### src/rtl/uart_txgate_pkg.sv
package uart_txgate_pkg;

   localparam int CTRL_BITS = 4;

   // Field order (MSB first) matches the software-visible bit positions 3..0
   typedef struct packed {
      logic rts_inv;
      logic cts_en;
      logic cts_inv;
      logic halt_en;
   } txg_ctrl_t;

endpackage

### src/rtl/txg_ctrl_reg.sv
module txg_ctrl_reg
   import uart_txgate_pkg::*;
#(
   parameter int REG_W = 32
) (
   input  logic             clk,
   input  logic             rst_n,
   input  logic             wr_en,
   input  logic [REG_W-1:0] wr_data,
   output txg_ctrl_t        ctrl,
   output logic [REG_W-1:0] rd_data
);
   localparam int RSV_W = REG_W - CTRL_BITS;

   initial begin
      if (REG_W <= CTRL_BITS) $error("txg_ctrl_reg: REG_W must exceed CTRL_BITS");
   end

   txg_ctrl_t ctrl_q;
   logic      unused_rsv;

   always_ff @(posedge clk or negedge rst_n) begin
      if (!rst_n)      ctrl_q <= '0;
      else if (wr_en)  ctrl_q <= txg_ctrl_t'(wr_data[CTRL_BITS-1:0]);
   end

   // Reserved write bits are discarded
   assign unused_rsv = ^wr_data[REG_W-1:CTRL_BITS];

   assign ctrl = ctrl_q;

   genvar gi;
   generate
      for (gi = 0; gi < REG_W; gi++) begin : g_rd
         if (gi < CTRL_BITS) begin : g_live
            assign rd_data[gi] = ctrl_q[gi];
         end else begin : g_rsv
            assign rd_data[gi] = 1'b0;
         end
      end
   endgenerate

   localparam int RSV_CHECK = RSV_W;
   initial begin
      if (RSV_CHECK < 0) $error("txg_ctrl_reg: negative reserved width");
   end
endmodule

### src/rtl/txg_sync.sv
module txg_sync #(
   parameter int   STAGES    = 2,
   parameter logic RESET_VAL = 1'b1
) (
   input  logic clk,
   input  logic rst_n,
   input  logic d,
   output logic q
);
   initial begin
      if (STAGES < 2) $error("txg_sync: STAGES must be at least 2");
   end

   logic [STAGES-1:0] chain;

   genvar gi;
   generate
      for (gi = 0; gi < STAGES; gi++) begin : g_stage
         if (gi == 0) begin : g_first
            always_ff @(posedge clk or negedge rst_n) begin
               if (!rst_n) chain[0] <= RESET_VAL;
               else        chain[0] <= d;
            end
         end else begin : g_next
            always_ff @(posedge clk or negedge rst_n) begin
               if (!rst_n) chain[gi] <= RESET_VAL;
               else        chain[gi] <= chain[gi-1];
            end
         end
      end
   endgenerate

   assign q = chain[STAGES-1];
endmodule

### src/rtl/txg_load_gate.sv
module txg_load_gate
   import uart_txgate_pkg::*;
(
   input  txg_ctrl_t ctrl,
   input  logic      cts_sync,
   input  logic      halt_req,
   input  logic      armed,
   input  logic      sh_idle,
   input  logic      buf_nonempty,
   output logic      load
);
   logic cts_asserted;
   logic cts_ok;
   logic halt_block;
   logic slot_open;

   always_comb begin
      cts_asserted = ctrl.cts_inv ? cts_sync : ~cts_sync;
      cts_ok       = ~ctrl.cts_en | cts_asserted;
      halt_block   = halt_req & ctrl.halt_en;
      slot_open    = sh_idle & buf_nonempty;
      load         = armed & slot_open & cts_ok & ~halt_block;
   end
endmodule

### src/rtl/txg_rts_drv.sv
module txg_rts_drv
   import uart_txgate_pkg::*;
(
   input  logic      clk,
   input  logic      rst_n,
   input  txg_ctrl_t ctrl,
   input  logic      halt_req,
   output logic      armed,
   output logic      rts_pin
);
   logic rts_active_q;
   logic armed_q;

   always_ff @(posedge clk or negedge rst_n) begin
      if (!rst_n) begin
         rts_active_q <= 1'b0;
         armed_q      <= 1'b0;
      end else begin
         rts_active_q <= ~(halt_req & ctrl.halt_en);
         armed_q      <= 1'b1;
      end
   end

   assign armed   = armed_q;
   assign rts_pin = ctrl.rts_inv ? rts_active_q : ~rts_active_q;
endmodule

### src/rtl/uart_txgate.sv
module uart_txgate
   import uart_txgate_pkg::*;
#(
   parameter int REG_W       = 32,
   parameter int SYNC_STAGES = 2
) (
   input  logic             clk,
   input  logic             rst_n,
   input  logic             reg_wr_en,
   input  logic [REG_W-1:0] reg_wr_data,
   output logic [REG_W-1:0] reg_rd_data,
   input  logic             cts_pin,
   output logic             rts_pin,
   input  logic             dbg_halt_req,
   input  logic             buf_nonempty,
   input  logic             sh_idle,
   output logic             load_o
);
   initial begin
      if (REG_W < 8)        $error("uart_txgate: REG_W too small");
      if (SYNC_STAGES < 2)  $error("uart_txgate: SYNC_STAGES must be >= 2");
   end

   txg_ctrl_t ctrl;
   logic      cts_sync;
   logic      armed;

   txg_ctrl_reg #(.REG_W(REG_W)) i_reg (
      .clk     (clk),
      .rst_n   (rst_n),
      .wr_en   (reg_wr_en),
      .wr_data (reg_wr_data),
      .ctrl    (ctrl),
      .rd_data (reg_rd_data)
   );

   txg_sync #(.STAGES(SYNC_STAGES), .RESET_VAL(1'b1)) i_cts_sync (
      .clk   (clk),
      .rst_n (rst_n),
      .d     (cts_pin),
      .q     (cts_sync)
   );

   txg_rts_drv i_rts (
      .clk      (clk),
      .rst_n    (rst_n),
      .ctrl     (ctrl),
      .halt_req (dbg_halt_req),
      .armed    (armed),
      .rts_pin  (rts_pin)
   );

   txg_load_gate i_gate (
      .ctrl         (ctrl),
      .cts_sync     (cts_sync),
      .halt_req     (dbg_halt_req),
      .armed        (armed),
      .sh_idle      (sh_idle),
      .buf_nonempty (buf_nonempty),
      .load         (load_o)
   );
endmodule

### config.mk
export PLATFORM = sky130hd
export DESIGN_NAME = uart_txgate
export DESIGN_NICKNAME = d
export VERILOG_FILES = /design/src/rtl/uart_txgate_pkg.sv /design/src/rtl/txg_ctrl_reg.sv /design/src/rtl/txg_sync.sv /design/src/rtl/txg_load_gate.sv /design/src/rtl/txg_rts_drv.sv /design/src/rtl/uart_txgate.sv
export SDC_FILE = /design/constraint.sdc
export NUM_CORES = 1
export LEC_CHECK = 0
export BUFFER_PORTS_ARGS = -buffer_cell sky130_fd_sc_hd__clkbuf_2
export CAP_MARGIN = 10
export CORE_MARGIN = 4
export CORE_UTILIZATION = 29
export DETAILED_ROUTE_END_ITERATION = 10
export PLACE_DENSITY = 0.86
export SLEW_MARGIN = 0
export SYNTH_ARGS = -nofsm -noshare
export SYNTH_HDL_FRONTEND = slang
export SYNTH_SLANG_ARGS = --single-unit
### constraint.sdc
create_clock -name clk -period 1.1 [get_ports clk]
set_clock_uncertainty 0.05 [all_clocks]
set_input_delay 0 -clock clk [delete_from_list [all_inputs] [get_ports clk]]
set_output_delay 0 -clock clk [all_outputs]
set_load 0.05 [all_outputs]
== Yosys cells after proc, flatten, opt, wreduce, memory -nomap -nowiden ==
Index checks and enable logic that the tools add are counted.
Word-level totals
  register bits: 8
  bits of input ports: 39
  output and inout bits: 34
  logic and storage cells: 20
Operators by class
  muxes and demuxes: 2
  bitwise logic cells: 10
Operators with widths (count)
  $and 1x1->1: 5
  $not 1->1: 4
  $mux 1: 2
  $or 1x1->1: 1

== Depth between registers and ports, before layout ==
Gate-level depths: netlist of run 1.
  depth after elaboration: 5
  mapped depth: 2
  mapped depth without buffers: 2

== Cells and area by module ==
From an unflattened synthesis of run 1, not the netlist that was laid out.
Second synthesis, totals
  cells, all modules: 51
  area, all modules: 536.8 sq um
By module, submodules not included
  txg_ctrl_reg: times used 1, cells an instance 41, area each 389.1 sq um, seq. area each 100.1 sq um
  txg_rts_drv: times used 1, cells an instance 5, area each 66.3 sq um, seq. area each 50.0 sq um
  txg_sync: times used 1, cells an instance 2, area each 52.6 sq um, seq. area each 52.6 sq um
  txg_load_gate: times used 1, cells an instance 3, area each 28.8 sq um, seq. area each 0.0 sq um

== Worst setup path before layout of run 1 ==
Ideal clock, no wire load.
  path kind: register -> output
  start point: register i_reg.ctrl_q (netlist bit i_reg.ctrl[1])
  end point: output port load_o
  arrival time: 1.604 ns
  required time: 1.050 ns
  slack: -0.554 ns
  stages on the path, launching flop included: 3
  path buffers: 0
  path through: dfrtp_1 xor2_1 a221oi_2
Between the ends
  longest elaborated chain between the ends: 4
Ends and longest elaborated chain
  start, declared: RTL line txg_ctrl_reg.sv:19  | txg_ctrl_t ctrl_q;
  start signal, assigned: RTL line txg_ctrl_reg.sv:24  | else if (wr_en) ctrl_q <= txg_ctrl_t'(wr_data[CTRL_BITS-1:0]);
  $mux 1: RTL line txg_load_gate.sv:18  | cts_asserted = ctrl.cts_inv ? cts_sync : ~cts_sync;
  $or 1x1->1: RTL line txg_load_gate.sv:19  | cts_ok = ~ctrl.cts_en | cts_asserted;
  $and 1x1->1 (2 in series): RTL line txg_load_gate.sv:22  | load = armed & slot_open & cts_ok & ~halt_block;
  end, declared: RTL line uart_txgate.sv:17  | output logic load_o
Every way passes these cells.

== Worst setup path after layout of run 1 ==
  start point: register i_cts_sync.chain[1] (netlist: i_cts_sync.q)
  end point: output port load_o
Between the ends
  longest elaborated chain between the ends: 5
Ends and longest elaborated chain
  start, declared: RTL line txg_sync.sv:14  | logic [STAGES-1:0] chain;
  start signal, assigned by index: RTL line txg_sync.sv:27  | else chain[gi] <= chain[gi-1];
  $not 1->1: RTL line txg_load_gate.sv:18
  $mux 1 *: RTL line txg_load_gate.sv:18
  $or 1x1->1 *: RTL line txg_load_gate.sv:19
  $and 1x1->1 * (2 in series): RTL line txg_load_gate.sv:22
Mark *: on every way between the ends. The rest lies on a longest branch, timed or not.

==> results.md, run 1 <==
* Cell area after placement at 552 um2
* Unrepaired setup endpoints after global routing: yes
* Final worst setup slack at -0.244 ns
* Routed wire length per instance at 10.0 um
* Initial detailed-routing violation count at 2
* Shortest clock period the worst path allows after layout at roughly 1.3 ns
* Hold/Removal Path Class: input port to async pin
* Start-to-end type of the worst setup path: flip-flop to primary output
* Clock buffer depth at 2
* Post-CTS Setup Repair Bufs at 0
* Vias in the first global route at about 340
* Num CTS Buffers at 3
* Count of input and output buffers at 16
* Most used standard cell by instance count after synthesis: buf_4
* Power density over the cells at 1520 nW/um2
* Overall power after layout at 0.00105 W
* Number of inserted diodes at 0
* Antenna violations before repair at 0
* Post-synthesis sequential area ratio at 0.400
* Clock group share of total power at 0.237
* DRT Wirelength at 923 um
* I/O pin total at 73
* Die X-Extent at approximately 50 um
* Avg Vias per Cell at 3.47
* Share of the clock period used by the worst path after layout at 1.22
* Number of flops mapped to enable cells by yosys at 0
* Comb pwr share at 0.430
* CTS clock-pin slew for the worst setup and hold paths at 0.06 ns
* Fraction of final layout cells sized beyond drive strength 1 at 0.395
* CTS tree: done
* Switching Power at 0.000473 W
* Design area at 688 um2
* Clock Sink Count at 8
* Gpl congestion at 0.655
* Final Core Density at 0.437
* Total of max-cap violations at 0
* Int Power at about 0.00057 W
* Leftover overflow at the end of global routing at 0
* Wire length of the first global-routing pass at 1.56 mm
* Fill cell instance count of the final layout at 156
* List of most frequent post-synthesis cells: buf_4, dfrtp_1
* Setup TNS after final layout at -0.244 ns
* Largest fanout on the critical path at 1
* Leading register cell type out of synthesis: dfrtp_1
* Number of warnings printed during yosys synthesis at 0
* Net total in the final layout at approximately 120
* Root Buffer Master: clkbuf_4
* Number of synthesized register bits at 8
* Total iterations of the first detailed-routing run at 2
* Failing checks: negative setup slack
* Most area-hungry cell type in the Yosys netlist: buf_4
* Starting density of the core at 0.321
* Pleak at ~0.36 nW
* Maximum number of pins on one net before global-route repair at 9
* Ys async rst share at 1.00
* Switching power as a share of total power at 0.452
* Hold violation count in the final report at 0
* Startpoint type of the worst setup path: flip-flop
* Cell types occupying the most area after synthesis: buf_4, dfrtp_1, dfstp_2
* Share of the synthesized area in the top cell type at 0.415
* Total global routing track utilization at 0.0884
* Die outline area at 2480 um2
* Synthesized cell area at 507 um2
* Result of the run: complete, but fails checks
* Max-slew violation count at 0
* Total half-perimeter wirelength after legalization and detailed placement at 724 um
* Count of unresolved DRC violations after routing at 0
* Synth-to-layout area growth at 35.8%
* Number of unique standard cell types used by synthesis at 11
* Pre-CTS setup slack at -0.113 ns
* Synthesized area per cell at 10.8 um2
* Synthesized netlist cell count at 47
* Max Fclk at 0.744 GHz
* Vertical extent of the die at about 50 um
* Clock latency reported for the late side of the worst-skew pair at 0.26 ns
* Setup crit end kind: primary output
* Routed via count at 319
* Number of levels the H-tree was split into at 1
* IR Drop Worst-Case VDD at 0.000664 V
* Required time reported for the critical path endpoint at 1.05 ns
* # rows at 14
* Core box area at 1580 um2
* Critical path data arrival time at between 1 and 1.5 ns
* Antenna Violating Nets Remaining at 0
* Portion of total power attributed to sequential cells at 0.333
* Final-report setup violation count at 1
worst max-delay path, stage by stage (launching register included):
cell	delay, ns
dfstp_2	0.54
xor2_2	0.07
a221oi_4	0.24
buf_8	0.18
placed cells by master (no fill, tap or decap):
cell type and count:
a221oi_4 1, buf_4 3, buf_6 1, buf_8 2
clkbuf_1 1, clkbuf_2 12, clkbuf_4 3, conb_1 29
dfrtp_1 4, dfrtp_2 2, dfstp_2 2, dlygate4sd3_1 8
mux2_1 2, mux2_2 2, nand2_1 1, nand3_1 1
xnor2_4 1, xor2_2 1
power groups by stage:
stage | clock (W) | sequential (W) | combinational [W]
final | 0.000248 | 0.000348 | 0.000449
after CTS | 0.000251 | 0.000348 | 0.000434
after detailed placement | 0 | 0.000352 | 0.000399
after floorplan | 0 | 0.000404 | 0.000358
after global placement | 0 | 0.000350 | 0.000396
after global routing | 0.000281 | 0.000352 | 0.000469
layout make-up:
cell class / count / area [um2] / share of cell area
multi-input combinational: 38 / 233 / 0.338
sequential: 8 / 205 / 0.298
clock buffer: 4 / 26.3 / 0.0382
tap: 16 / 20.0 / 0.0291
timing repair buffer: 26 / 204 / 0.296
flip-flops by register name, summed over array words and instances (netlist names):
name / flops
i_cts_sync.chain: 1
i_cts_sync.q: 1
i_reg.ctrl: 4
i_rts.armed: 1
i_rts.rts_active_q: 1
repair_timing:
action	in CTS	in global routing
gates resized for setup	6	7
hold buffers	7	1
endpoints found under the hold margin	14	1
endpoints found under the setup margin	3	4
pin swaps	2	0
metal layers:
metal	share of wire	vias to the layer above	track usage	wire, um
met2	0.59	23	0.172	542
met4	0.011	0	0.0415	10
met3	0.11	2	0.0542	99
li1	-	147	-	-
met1	0.29	147	0.0651	271
met5	0	-	0	0
kinds of logic (layout without fill, tap and decap cells):
| group | after synthesis | in the layout | share of synthesized area |
|---|---|---|---|
| AOI/OAI and AO/OA | 1 | 1 | 0.0296 |
| xor gates and xnor gates | 2 | 2 | 0.0346 |
| and+or+nand+nor | 2 | 2 | 0.0173 |
| buffers and inverters | 28 | 30 | 0.415 |
| DFF | 8 | 8 | 0.400 |
| other | 2 | 29 | 0.0148 |
| muxes | 4 | 4 | 0.0889 |
stage by stage:
step	instances	hold slack (ns)
5_1_grt	92	0.0694
2_1_floorplan	74	-0.346
3_5_place_dp	80	-0.192
3_3_place_gp	80	-0.200
6_report	92	0.0599
4_1_cts	91	-0.0949
path summary, 6_finish.rpt:
path,to,from,depth (start not counted),slack (ns)
setup / recovery,load_o,i_cts_sync.q,3,-0.24
hold / removal,i_reg.ctrl[2],rst_n,2,0.06
setup reg to reg,i_reg.ctrl[1],i_reg.ctrl[1],2,0.10
hold reg to reg,i_cts_sync.q,i_cts_sync.chain[0],0,0.30
max in group asynchronous,i_cts_sync.q,rst_n,2,0.69
min in group clk,load_o,dbg_halt_req,3,0.29
Note: power is estimated with default switching activity, not from simulation.
==> run 2: changes to the inputs <==
--- a/config.mk
+++ b/config.mk
@@ -8,10 +8,12 @@
 export BUFFER_PORTS_ARGS = -buffer_cell sky130_fd_sc_hd__clkbuf_2
 export CAP_MARGIN = 10
 export CORE_MARGIN = 4
-export CORE_UTILIZATION = 29
+export CORE_UTILIZATION = 30
 export DETAILED_ROUTE_END_ITERATION = 10
-export PLACE_DENSITY = 0.86
+export PLACE_DENSITY = 0.87
 export SLEW_MARGIN = 0
 export SYNTH_ARGS = -nofsm -noshare
 export SYNTH_HDL_FRONTEND = slang
+export SYNTH_HIERARCHICAL = 1
 export SYNTH_SLANG_ARGS = --single-unit
+export TNS_END_PERCENT = 50
==> run 2 against run 1 <==
Area after synthesis is 5.9% higher. The flow still finishes with violations (negative setup slack). Wire length is 3.7% higher. Register-to-register slack better by 0.02 ns. First-iteration DRC count is 100% lower.
==> results.md, run 2 <==
* Number of synthesized register bits at 8 (unchanged)
* Comb pwr share at 0.432 (was 0.430)
* Number of flip-flops under the largest register name at 4 (unchanged)
* Final std cells w/o fill at 100 (was 92)
* Leading register cell type out of synthesis: dfrtp_1 (unchanged)
* Number of flops mapped to enable cells by yosys at 0 (unchanged)
* Synth-to-layout area growth at 24.0% (was 35.8%)
* Largest fanout on the critical path at 1 (unchanged)
* Vias in the first global route at 341 (was 339)
* Routed wire length per instance at 9.57 um (was 10.0 um)
* Cell area after placement at 543 um2 (was 552 um2)
* Post-CTS Setup Repair Bufs at 0 (unchanged)
* Switching Power at 0.000457 W (was 0.000473 W)
* Count of input and output buffers at 16 (unchanged)
* Number of cells on the worst reg-to-reg path at 2 (unchanged)
* Critical path data arrival time at 1.29 ns (about the same)
* Total half-perimeter wirelength after legalization and detailed placement at 741 um (was 724 um)
* Number of levels the H-tree was split into at 1 (unchanged)
* Wire length of the first global-routing pass at 1.45 mm (was 1.56 mm)
* Num CTS Buffers at 3 (unchanged)
* Clock buffer depth at 2 (unchanged)
* Design area at 666 um2 (was 688 um2)
* Final worst setup slack at -0.241 ns (was -0.244 ns)
* Most area-hungry cell type in the Yosys netlist: buf_4 (unchanged)
* Clock latency reported for the late side of the worst-skew pair at 0.24 ns (was 0.26 ns)
* Final-report setup violation count at 1 (unchanged)
* Portion of total power attributed to sequential cells at 0.336 (was 0.333)
* Total global routing track utilization at 0.0807 (was 0.0884)
* Shortest clock period the worst path allows after layout at 1.34 ns (about the same)
* Die outline area at 2530 um2 (was 2480 um2)
* Vertical extent of the die at 50.3 um (was 49.8 um)
* Fill cell instance count of the final layout at 173 (was 156)
* Pleak at 0.349 nW (was 0.355 nW)
* Clock Sink Count at 8 (unchanged)
* Initial detailed-routing violation count at 0 (was 2)
* Synthesized area per cell at 10.5 um2 (was 10.8 um2)
* List of most frequent post-synthesis cells: buf_4, dfrtp_1, mux2_2 (was buf_4, dfrtp_1)
* Routed via count at 325 (was 319)
* CTS clock-pin slew for the worst setup and hold paths at 0.06 ns (about the same)
* Unrepaired setup endpoints after global routing: yes (unchanged)
* Cell types occupying the most area after synthesis: buf_4, dfrtp_1, dfstp_2 (unchanged)
* Antenna Violating Nets Remaining at 0 (unchanged)
* Setup crit end kind: primary output (unchanged)
* CTS tree: done (unchanged)
* Most used standard cell by instance count after synthesis: buf_4 (unchanged)
* Number of unique standard cell types used by synthesis at 10 (was 11)
* Min-Delay Path Depth at 2
* Hold/Removal Path Class: input port to flip-flop (was input port to async pin)
* Die X-Extent at 50.3 um (was 49.8 um)
* Net total in the final layout at 115 (was 116)
* Max Fclk at 0.746 GHz (was 0.744 GHz)
* Switching power as a share of total power at 0.450 (was 0.452)
* Clock group share of total power at 0.233 (was 0.237)
* Count of unresolved DRC violations after routing at 0 (unchanged)
* Cells after DPL at 89 (was 80)
* Fraction of final layout cells sized beyond drive strength 1 at 0.387 (was 0.395)
* # rows at 15 (was 14)
* Antenna violations before repair at 0 (unchanged)
* Total of max-cap violations at 0 (unchanged)
* Root Buffer Master: clkbuf_4 (unchanged)
* Total iterations of the first detailed-routing run at 1 (was 2)
* Synthesized netlist cell count at 51 (was 47)
* Share of the synthesized area in the top cell type at 0.448 (was 0.415)
* Hold violation count in the final report at 0 (unchanged)
* Result of the run: complete, but fails checks (unchanged)
* Avg Vias per Cell at 3.25 (was 3.47)
* Most common library cell in the layout ignoring fill and taps: conb_1 (unchanged)
* Leftover overflow at the end of global routing at 0 (unchanged)
* Number of inserted diodes at 0 (unchanged)
* Start-to-end type of the worst setup path: flip-flop to primary output (unchanged)
* Max-slew violation count at 0 (unchanged)
* Required time reported for the critical path endpoint at 1.05 ns (about the same)
* Core box area at 1710 um2 (was 1580 um2)
* IR Drop Worst-Case VDD at 0.000501 V (was 0.000664 V)
* Share of the clock period used by the worst path after layout at 1.22 (about the same)
* Post-synthesis sequential area ratio at 0.378 (was 0.400)
* Failing checks: negative setup slack (unchanged)
* Power density over the cells at 1530 nW/um2 (was 1520 nW/um2)
* Int Power at 0.000559 W (was 0.000573 W)
* Maximum number of pins on one net before global-route repair at 9 (unchanged)
* Ys async rst share at 1.00 (unchanged)
* Gpl congestion at 0.601 (was 0.655)
* Commonest cells after routing, fill and taps aside: conb_1, clkbuf_2, dlygate4sd3_1, dfrtp_1, mux2_2 (was conb_1, clkbuf_2, dlygate4sd3_1, dfrtp_1)
* Number of warnings printed during yosys synthesis at 6 (was 0)
* Synthesized cell area at 537 um2 (was 507 um2)
* Startpoint type of the worst setup path: flip-flop (unchanged)
* I/O pin total at 73 (unchanged)
* Starting density of the core at 0.314 (was 0.321)
* DRT Wirelength at 957 um (was 923 um)
## run 2: changes by cell type in the layout (fill, tap and decap cells not counted), moves of 2 or more
cell	previous run	this run
dfrtp_2	2	0
dfrtp_1	4	6
mux2_2	2	4
mux2_1	2	0
## run 2: path summary, 6_finish.rpt
path | endpoint | slack (ns) | start
setup reg to reg | i_reg/ctrl[0] | 0.12 | i_reg/ctrl[0]
hold reg to reg | i_cts_sync/q | 0.30 | i_cts_sync/chain[0]
hold / removal | i_reg/ctrl[0] | 0.02 | reg_wr_en
max in group asynchronous | i_cts_sync/chain[0] | 0.66 | rst_n
setup / recovery | load_o | -0.24 | i_cts_sync/q
min in group asynchronous | i_reg/ctrl[1] | 0.08 | rst_n
## run 2: timing repair
action / CTS / global route
pin swaps: 1 / 0
endpoints found under the setup margin: 3 / 4
gates resized for setup: 5 / 5
endpoints found under the hold margin: 14 / 1
hold buffers: 6 / 1
## run 2: kinds of logic after synthesis
kind of cell              synth area share
AOI/OAI and AO/OA                   0.0280
xor gates and xnor gates            0.0326
buffers and inverters                0.448
DFF                                  0.378
muxes                               0.0839
other                               0.0140
and+or+nand+nor                     0.0163
## run 2: critical path: stages, from the launching register on
cell,delay [ns]
dfstp_2,0.53
xor2_1,0.09
a221oi_4,0.25
buf_8,0.18
## run 2: routing by layer
layer / part of all wire / GRT usage
met5: 0 / 0
met4: 0 / 0.0404
met3: 0.13 / 0.0326
met2: 0.53 / 0.148
met1: 0.34 / 0.0766
## run 2: cell type report
| type | instances | area (um2) | share of cell area |
|---|---|---|---|
| tap | 25 | 31.3 | 0.0470 |
| sequential | 8 | 203 | 0.305 |
| multi-input combinational | 38 | 214 | 0.321 |
| timing repair buffer | 25 | 191 | 0.288 |
| clock buffer | 4 | 26.3 | 0.0395 |
## run 2: power groups by stage
stage | sequential, W | clock (W) | combinational (W)
finish | 0.000341 | 0.000236 | 0.000439
global route | 0.000344 | 0.000271 | 0.000456
CTS | 0.000342 | 0.000253 | 0.000425
detailed placement | 0.000347 | 0 | 0.000393
global placement | 0.000344 | 0 | 0.000389
floorplan | 0.000344 | 0 | 0.000428
## run 2: stage by stage
stage               total power (W)   util  setup slack (ns)  hold WS, ns  TNS [ns]
floorplan                  0.000772      -           -0.0803       -0.346   -0.0803
global placement           0.000734  0.318           -0.0555       -0.202   -0.0555
detailed placement         0.000740  0.318           -0.0774       -0.191   -0.0774
CTS                         0.00102  0.380            -0.280      -0.0932    -0.280
global route                0.00107  0.390            -0.305       0.0218    -0.316
finish                      0.00102  0.390            -0.241       0.0241    -0.241
==> run 3: changes to the inputs <==
--- a/config.mk
+++ b/config.mk
@@ -10,7 +10,8 @@
 export CORE_MARGIN = 4
 export CORE_UTILIZATION = 30
 export DETAILED_ROUTE_END_ITERATION = 10
-export PLACE_DENSITY = 0.87
+export PLACE_DENSITY = 0.79
+export RECOVER_POWER = 50
 export SLEW_MARGIN = 0
 export SYNTH_ARGS = -nofsm -noshare
 export SYNTH_HDL_FRONTEND = slang
==> run 3 against run 2 <==
Critical path type unchanged. Non-clock buffer count down 2. Setup slack worse by 0.013 ns. Critical path depth unchanged. Utilization down 0.59 points. Clock power about the same. Combinational power down 4%. Maximum frequency down 0.98%. Final cell count down 2.0%. Global-route usage down 0.55 points. Flip-flop and latch count unchanged. The flow still finishes with violations (negative setup slack).
==> results.md, run 3 (synthesized netlist as in run 2, its figures left out) <==
* Result of the run: complete, but fails checks (unchanged)
* Failing checks: negative setup slack (unchanged)
* CTS clock-pin slew for the worst setup and hold paths at 0.06 ns (about the same)
* Gpl congestion at 0.597 (was 0.601)
* Stage delay of the slowest cell on the critical path at 0.54 ns (was 0.53 ns)
* Vertical extent of the die at 50.3 um (unchanged)
* Required time reported for the critical path endpoint at 1.05 ns (about the same)
* CP Cell Sequence: xor2_2 > a221oi_4 > buf_12 (was xor2_1 > a221oi_4 > buf_8)
* Net total in the final layout at 113 (was 115)
* Critical path data arrival time at 1.30 ns (was 1.29 ns)
* Count of unresolved DRC violations after routing at 0 (unchanged)
* Die outline area at 2530 um2 (unchanged)
* Largest fanout on the critical path at 1 (unchanged)
* Hold violation count in the final report at 0 (unchanged)
* Maximum number of pins on one net before global-route repair at 9 (unchanged)
* Start-to-end type of the worst setup path: flip-flop to primary output (unchanged)
* Routed via count at 310 (was 325)
* Total global routing track utilization at 0.0752 (was 0.0807)
* Final worst setup slack at -0.254 ns (was -0.241 ns)
* Clock latency reported for the late side of the worst-skew pair at 0.25 ns (was 0.24 ns)
* Antenna violations before repair at 0 (unchanged)
* Synth-to-layout area growth at 22.1% (was 24.0%)
* Final-report setup violation count at 1 (unchanged)
* Share of the clock period used by the worst path after layout at 1.23 (was 1.22)
* Number of levels the H-tree was split into at 1 (unchanged)
* Number of flip-flops under the largest register name at 4 (unchanged)
* Post-CTS Setup Repair Bufs at 0 (unchanged)
* Wire length of the first global-routing pass at 1.33 mm (was 1.45 mm)
* Hold/Removal Path Class: input port to flip-flop (unchanged)
* Area taken by flip-flops and latches at 203 um2 (unchanged)
* Leftover overflow at the end of global routing at 0 (unchanged)
* Fraction of final layout cells sized beyond drive strength 1 at 0.370 (was 0.387)
* Core box area at 1710 um2 (unchanged)
* Root Buffer Master: clkbuf_4 (unchanged)
* Setup crit end kind: primary output (unchanged)
* Num CTS Buffers at 3 (unchanged)
* DRT Wirelength at 901 um (was 957 um)
* Clock Sink Count at 8 (unchanged)
* Unrepaired setup endpoints after global routing: yes (unchanged)
* Routed wire length per instance at 9.19 um (was 9.57 um)
* CTS tree: done (unchanged)
* Most common library cell in the layout ignoring fill and taps: conb_1 (unchanged)
* Antenna Violating Nets Remaining at 0 (unchanged)
* Shortest clock period the worst path allows after layout at 1.35 ns (was 1.34 ns)
* Minimum hold slack at 0.0296 ns (was 0.0241 ns)
* # rows at 15 (unchanged)
* Count of input and output buffers at 16 (unchanged)
* Commonest cells after routing, fill and taps aside: conb_1, clkbuf_2, dlygate4sd3_1, dfrtp_1, mux2_2 (unchanged)
* Multi-input logic area at 221 um2 (was 214 um2)
* Slowest cell on the critical path: dfstp_2 (unchanged)
* Vias in the first global route at 294 (was 341)
* Power density over the cells at 1530 nW/um2 (about the same)
* Pre-CTS setup slack at 0.00876 ns (was -0.0774 ns)
* Total of max-cap violations at 0 (unchanged)
* Avg Vias per Cell at 3.16 (was 3.25)
* Final Core Density at 0.384 (was 0.390)
* Total half-perimeter wirelength after legalization and detailed placement at 720 um (was 741 um)
* Pleak at 0.337 nW (was 0.349 nW)
* Die X-Extent at 50.3 um (unchanged)
* Max-slew violation count at 0 (unchanged)
* Total iterations of the first detailed-routing run at 2 (was 1)
* Starting density of the core at 0.314 (unchanged)
* Number of inserted diodes at 0 (unchanged)
* IR Drop Worst-Case VDD at 0.000775 V (was 0.000501 V)
* I/O pin total at 73 (unchanged)
* Fill cell instance count of the final layout at 175 (was 173)
* Initial detailed-routing violation count at 3 (was 0)
* Clock buffer depth at 2 (unchanged)
* Startpoint type of the worst setup path: flip-flop (unchanged)
* Max Fclk at 0.738 GHz (was 0.746 GHz)
[run 3: changes by cell type in the layout (fill, tap and decap cells not counted), sizes merged]
cell,delta
buf,-3
clkbuf,+1
[run 3: power by group]
group          internal (W)  leakage (nW)  switching (W)
registers          0.000321        0.0897      0.0000241
clock network      0.000138        0.0150      0.0000957
logic             0.0000888         0.232       0.000333
total              0.000548         0.337       0.000453
[run 3: path summary, 6_finish.rpt]
check	depth (start not counted)	endpoint	slack [ns]	startpoint
max in group asynchronous	2	i_cts_sync/chain[0]	0.52	rst_n
min in group asynchronous	2	i_reg/ctrl[2]	0.14	rst_n
worst max-delay path	3	load_o	-0.25	i_cts_sync/q
worst max register to register	1	i_reg/ctrl[0]	0.23	i_reg/ctrl[0]
worst min-delay path	2	i_reg/ctrl[2]	0.03	reg_wr_en
worst min register to register	0	i_cts_sync/q	0.31	i_cts_sync/chain[0]
[run 3: layer usage]
metal	vias to the layer above	track usage	share of wire
met4	0	0.0269	0
li1	142	-	-
met5	-	0	0
met3	0	0.0623	0.16
met2	29	0.115	0.51
met1	139	0.0751	0.32
[run 3: what timing repair did]
item                                   CTS  global route
endpoints found under the hold margin   14             0
resized for setup                        3             2
hold buffers                             7             0
cloned                                   0             0
setup endpoints to repair                2             3
pin swaps                                0             2
[run 3: critical path, delay by kind of cell (launching register included)]
| kind | cells | cell delay [ns] |
|---|---|---|
| XOR/XNOR | 1 | 0.08 |
| AO/OA/AOI/OAI | 1 | 0.26 |
| flip-flops | 1 | 0.54 |
| buffers and inverters | 1 | 0.18 |
[run 3: final cells by class]
type                       count  area share
clock buffer                   4      0.0401
multi-input combinational     38       0.338
timing repair buffer          23       0.265
sequential                     8       0.309
tap                           25      0.0477
[run 3: through the flow]
stage	TNS (ns)	power [W]	std cells	area [um2]
2_1_floorplan	-0.0803	0.000772	78	657
5_1_grt	-0.335	0.00106	98	656
3_3_place_gp	0	0.000728	87	543
4_1_cts	-0.265	0.00101	98	656
6_report	-0.254	0.00100	98	656
3_5_place_dp	0	0.000733	87	543
